### config.mk
export PLATFORM = sky130hd
export DESIGN_NAME = cps_cascade_add
export DESIGN_NICKNAME = d
export VERILOG_FILES = /design/src/rtl/cps_pkg.sv /design/src/rtl/cps_align.sv /design/src/rtl/cps_extend.sv /design/src/rtl/cps_range.sv /design/src/rtl/cps_cascade_add.sv
export SDC_FILE = /design/constraint.sdc
export NUM_CORES = 1
export LEC_CHECK = 0
export ABC_AREA = 1
export ABC_CLOCK_PERIOD_IN_PS = 4000
export CAP_MARGIN = 10
export CORE_MARGIN = 5
export CORE_UTILIZATION = 65
export DETAILED_ROUTE_END_ITERATION = 7
export DONT_BUFFER_PORTS = 1
export HOLD_SLACK_MARGIN = 0.02
export PLACE_DENSITY = 0.84
export SLEW_MARGIN = 20
export SYNTH_ARGS = -nofsm -noshare
export SYNTH_HDL_FRONTEND = slang
export SYNTH_HIERARCHICAL = 1
export SYNTH_SLANG_ARGS = --single-unit
### constraint.sdc
create_clock -name clk -period 4 [get_ports clk]
set_clock_uncertainty 0.15 [all_clocks]
set_input_delay 0.8 -clock clk [delete_from_list [all_inputs] [get_ports clk]]
set_output_delay 0.8 -clock clk [all_outputs]
set_load 0.02 [all_outputs]
### src/rtl/cps_pkg.sv
package cps_pkg;
   localparam int unsigned CPS_ACC_W    = 32;
   localparam int unsigned CPS_NARROW_W = 16;
   localparam int unsigned CPS_SHIFT    = 8;

   typedef enum logic {
      HANDOFF_WIDE   = 1'b0,
      HANDOFF_NARROW = 1'b1
   } handoff_e;
endpackage

### src/rtl/cps_align.sv
// Brings the local sum to accumulator width and applies the optional alignment shift.
module cps_align #(
   parameter int unsigned IN_W  = 32,
   parameter int unsigned OUT_W = 32,
   parameter int unsigned SHIFT = 8
) (
   input  logic [IN_W-1:0]  din,
   input  logic             shift_en,
   output logic [OUT_W-1:0] dout
);
   logic [OUT_W-1:0] widened;

   assign widened = OUT_W'($signed(din));

   generate
      if (IN_W > OUT_W) begin : g_bad_width
         $error("cps_align: IN_W must not exceed OUT_W");
      end
      if (SHIFT >= OUT_W) begin : g_bad_shift
         $error("cps_align: SHIFT must be below OUT_W");
      end
      if (SHIFT == 0) begin : g_noshift
         logic unused_sel;
         assign unused_sel = shift_en;
         assign dout = widened;
      end else begin : g_shift
         assign dout = shift_en ? (widened << SHIFT) : widened;
      end
   endgenerate
endmodule

### src/rtl/cps_extend.sv
// Sign-extends the upstream partial sum, from the full width or from the restricted width.
module cps_extend #(
   parameter int unsigned IN_W     = 32,
   parameter int unsigned NARROW_W = 16,
   parameter int unsigned OUT_W    = 32
) (
   input  logic [IN_W-1:0]  din,
   input  logic             narrow,
   output logic [OUT_W-1:0] dout
);
   logic [OUT_W-1:0] full_ext;
   logic [OUT_W-1:0] part_ext;

   generate
      if (NARROW_W >= IN_W || NARROW_W < 2) begin : g_bad_narrow
         $error("cps_extend: NARROW_W must be in 2..IN_W-1");
      end
      if (IN_W > OUT_W) begin : g_bad_out
         $error("cps_extend: IN_W must not exceed OUT_W");
      end
   endgenerate

   assign full_ext = OUT_W'($signed(din));
   assign part_ext = OUT_W'($signed(din[NARROW_W-1:0]));
   assign dout     = narrow ? part_ext : full_ext;
endmodule

### src/rtl/cps_range.sv
// Flags a value that does not fit a signed NARROW_W-bit field.
module cps_range #(
   parameter int unsigned W        = 32,
   parameter int unsigned NARROW_W = 16
) (
   input  logic [W-1:0] val,
   output logic         out_of_range
);
   localparam int unsigned TOP_W = W - NARROW_W + 1;

   logic [TOP_W-1:0] top_bits;

   generate
      if (NARROW_W >= W) begin : g_bad
         $error("cps_range: NARROW_W must be below W");
      end
   endgenerate

   assign top_bits     = val[W-1:NARROW_W-1];
   assign out_of_range = !((&top_bits) || !(|top_bits));
endmodule

### src/rtl/cps_cascade_add.sv
module cps_cascade_add #(
   parameter int unsigned ACC_W    = cps_pkg::CPS_ACC_W,
   parameter int unsigned LOC_W    = 32,
   parameter int unsigned EXP_W    = 32,
   parameter int unsigned NARROW_W = cps_pkg::CPS_NARROW_W,
   parameter int unsigned SHIFT    = cps_pkg::CPS_SHIFT
) (
   input  logic             clk,
   input  logic             rst_n,
   input  logic [LOC_W-1:0] loc_sum,
   input  logic             loc_vld,
   input  logic [EXP_W-1:0] exp_sum,
   input  logic             exp_vld,
   input  logic             shift_en,
   input  logic             narrow_mode,
   output logic [ACC_W-1:0] res,
   output logic             res_vld,
   output logic             narrow_ovf
);
   import cps_pkg::*;

   localparam int unsigned LOWB = (SHIFT < EXP_W) ? SHIFT : EXP_W;

   handoff_e         mode;
   logic             accept;
   logic [ACC_W-1:0] aligned;
   logic [ACC_W-1:0] extended;
   logic [ACC_W-1:0] sum;
   logic             sum_oor;

   generate
      if (ACC_W < 2 || LOC_W > ACC_W || EXP_W > ACC_W) begin : g_bad_top
         $error("cps_cascade_add: input widths must fit ACC_W");
      end
   endgenerate

   assign mode   = narrow_mode ? HANDOFF_NARROW : HANDOFF_WIDE;
   assign accept = loc_vld && exp_vld;

   cps_align #(.IN_W(LOC_W), .OUT_W(ACC_W), .SHIFT(SHIFT)) u_align (
      .din      (loc_sum),
      .shift_en (shift_en),
      .dout     (aligned)
   );

   cps_extend #(.IN_W(EXP_W), .NARROW_W(NARROW_W), .OUT_W(ACC_W)) u_ext (
      .din    (exp_sum),
      .narrow (mode == HANDOFF_NARROW),
      .dout   (extended)
   );

   assign sum = aligned + extended;

   cps_range #(.W(ACC_W), .NARROW_W(NARROW_W)) u_range (
      .val          (sum),
      .out_of_range (sum_oor)
   );

   always_ff @(posedge clk) begin
      if (!rst_n) begin
         res        <= '0;
         res_vld    <= 1'b0;
         narrow_ovf <= 1'b0;
      end else begin
         res_vld <= accept;
         if (accept) begin
            res <= sum;
            if (mode == HANDOFF_NARROW && sum_oor) narrow_ovf <= 1'b1;
         end
      end
   end

   // res only moves on an accepted cycle, res_vld tracks acceptance
   a_r6_hold: assert property (@(posedge clk) disable iff (!rst_n)
      !(loc_vld && exp_vld) |=> ($stable(res) && !res_vld));
   a_r6_vld: assert property (@(posedge clk) disable iff (!rst_n)
      (loc_vld && exp_vld) |=> res_vld);
   // the shifted local sum contributes nothing to the low byte
   a_r3_low_byte: assert property (@(posedge clk) disable iff (!rst_n)
      (loc_vld && exp_vld && shift_en) |=> (res[LOWB-1:0] == $past(exp_sum[LOWB-1:0])));
   // the flag is sticky
   a_r7_sticky: assert property (@(posedge clk) disable iff (!rst_n)
      narrow_ovf |=> narrow_ovf);
   // wide or unaccepted cycles never raise the flag
   a_r8_no_raise: assert property (@(posedge clk) disable iff (!rst_n)
      (!narrow_ovf && !(loc_vld && exp_vld && narrow_mode)) |=> !narrow_ovf);
endmodule

==> results.sh <==
export IMPL_syn_to_final_growth_pct=-1.008
export IMPL_routed_top_layer="met4"
export IMPL_timing_setup_tns_ns=0
export IMPL_core_area_um2=6832
export IMPL_fin_ws_ns=0.8271
export IMPL_ir_drop_mv=0.1352
export IMPL_wl_met1_mm=5.797
export IMPL_hp_class="register to register"
export IMPL_hp_start="res[1]"
export IMPL_multi_input_area_um2=3038
export IMPL_clkTransAtPathRegs_ns=0.06
export IMPL_reg2reg_depth=4
export IMPL_slew_limit_headroom=0.4357
export IMPL_cts_tree="done"
export IMPL_layout_commonest_cell="nand2_1"
export IMPL_die_width_um=94.05
export IMPL_crit_slowest_cell="fa_1"
export IMPL_postRouteAntennaNets=0
export IMPL_hpwl_mm=10.75
export IMPL_r2r_slack_ns=3.00
export IMPL_p_sw_frac=0.4523
export IMPL_hold_viol=0
export IMPL_r2r_end="res[11]"
export IMPL_routabilityCongestion=1.082
export IMPL_crit_type="primary input to register"
export IMPL_seq_area_um2=680.7
export IMPL_track_usage=0.2829
export IMPL_fill_cells=702
export IMPL_antenna_found_initial=0
export IMPL_endpoint_kind="register"
export IMPL_drc=0
export IMPL_io_pins=104
export IMPL_cts_resized=0
export IMPL_wl_met2_mm=5.059
export IMPL_combPwrFrac=0.490
export IMPL_holdBufCountCts=0
export IMPL_numPortBuffers=0
export IMPL_crit_chain="inv_1 > nor2_1 > ha_1 > fa_1 > nand3_1 > nand3_1 > nand3_1 > nand3_1 > nand3_1 > nand2_1 > nand2_1 > nand2_1 > nor2_1 > nand2_1 > nor2_1 > nand2_1 > nand2_1 > nand2_1 > a31oi_1 > nor2_1"
export IMPL_hold_path_endpoint="res[1]"
export IMPL_regToRegStartpoint="res[11]"
export IMPL_clock_latency_ns=0.28
export IMPL_fp_row_count=30
export IMPL_setup_viol=0
export IMPL_fmax_ghz=0.3152
export IMPL_netlist_area_um2=4592
export IMPL_outcome="finished clean"
export IMPL_cts_setup_buffers=0
export IMPL_crit_arrival_ns=3.16
export IMPL_grt_max_degree=34
export IMPL_syn_area_per_cell_um2=5.266
export IMPL_final_cell_mix="nand2_1 (357), inv_1 (155), nor2_1 (121)"
export IMPL_pre_cts_ws_ns=0.6017
export IMPL_required_ns=3.99
export IMPL_root_buffer="clkbuf_8"
export IMPL_start_util=0.6722
export IMPL_synth_warnings=6
export IMPL_design_area_um2=4546
export IMPL_maxCapViolations=0
export IMPL_hold_depth=2
export IMPL_p_switching_uw=590.2
export IMPL_power_share_sequential=0.318
export IMPL_viasPerCell=5.153
export IMPL_worst_pin_slew_ns=0.8455
export IMPL_fin_util=0.6654
export IMPL_p_leak_nw=2.986
export IMPL_p_int_uw=714.7
export IMPL_drv_slew=0
export IMPL_stdcell_count=945
export IMPL_cts_sinks=34
export IMPL_fin_crit_sh=0.7932
export IMPL_synth_nets=974
export IMPL_cts_buffers_inserted=5
export IMPL_grt_pass1_vias=4466
export IMPL_final_nets=950
export IMPL_route_final_wire_length_mm=12.34
export IMPL_grt_ovfl_total=0
export IMPL_rsz0062_at_grt="false"
export IMPL_wl_per_cell_um=13.06
export IMPL_synth_cells=872
export IMPL_pwr_share_clk=0.192
export IMPL_layout_min_cycle_time_ns=3.173
export IMPL_cts_buffer_depth=2
export IMPL_cp_common_cell="nand2_1"
export IMPL_cpPeakStageDelay_ns=0.45
export IMPL_die_h_um=94.05
export IMPL_dieArea_um2=8845
export IMPL_drtPass1Iterations=5
export IMPL_dp_cells=937
export IMPL_crit_fanout=4
export IMPL_grt_pass1_wl_mm=20.09
export IMPL_drtIter0Drc=345
export IMPL_cts_max_level=2
export IMPL_vias=4870
export IMPL_postPlaceCellArea_um2=4454
export IMPL_p_per_area_nw_per_um2=287.1
export IMPL_antenna_cells=0
export IMPL_met3_length_mm=1.217
export IMPL_layout_drive_gt1_share=0.04829
export IMPL_crit_path_start_kind="primary input"
flip-flops by register name (all words and copies together) (netlist names):
register / count
res: 32
res_vld: 1
narrow_ovf: 1
metal layers:
layer / track usage / vias up
li1: - / 2526
met1: 0.4011 / 2140
met2: 0.4264 / 183
met3: 0.05849 / 21
met4: 0.08785 / 0
met5: 0 / -
final cells by class:
class,instances,share of cell area
Multi-Input combinational cell,647,0.6683
Sequential cell,34,0.1497
Inverter,158,0.1321
Tap cell,96,0.02642
Clock buffer,7,0.01899
Timing Repair Buffer,2,0.003303
Clock inverter,1,0.001101
how the worst max path moves through the flow:
stage / startpoint / endpoint / slack, ns / cells past startpoint
floorplan: shift_en / narrow_ovf / 0.73 / 21
global placement: narrow_mode / narrow_ovf / 0.65 / 18
detailed placement: loc_sum[0] / narrow_ovf / 0.60 / 20
CTS: loc_sum[0] / narrow_ovf / 0.89 / 20
global route: narrow_mode / narrow_ovf / 0.58 / 18
finish: loc_sum[0] / narrow_ovf / 0.83 / 20
stage by stage:
stage                     hold WS [ns]  total power [mW]
after global placement          0.4318             1.036
after CTS                       0.4496             1.298
after floorplan                 0.4103            0.9290
after detailed placement        0.4414             1.049
after global routing            0.5035             1.413
final                           0.4455             1.305
power by group through the flow:
| stage | Sequential [mW] | Clock, mW | Combinational (mW) |
|---|---|---|---|
| finish | 0.415 | 0.250 | 0.639 |
| global route | 0.419 | 0.268 | 0.726 |
| CTS | 0.416 | 0.253 | 0.628 |
| detailed placement | 0.424 | 0 | 0.625 |
| global placement | 0.423 | 0 | 0.613 |
| floorplan | 0.418 | 0 | 0.511 |
critical path: cells and delay by family:
family                   cells  cell delay, ns
AO/OA/AOI/OAI                1            0.17
adder cells (fa/ha/maj)      2            0.72
buffers and inverters        1            0.03
AND/OR/NAND/NOR             16            1.43
Power figures use the tool's default switching activity.
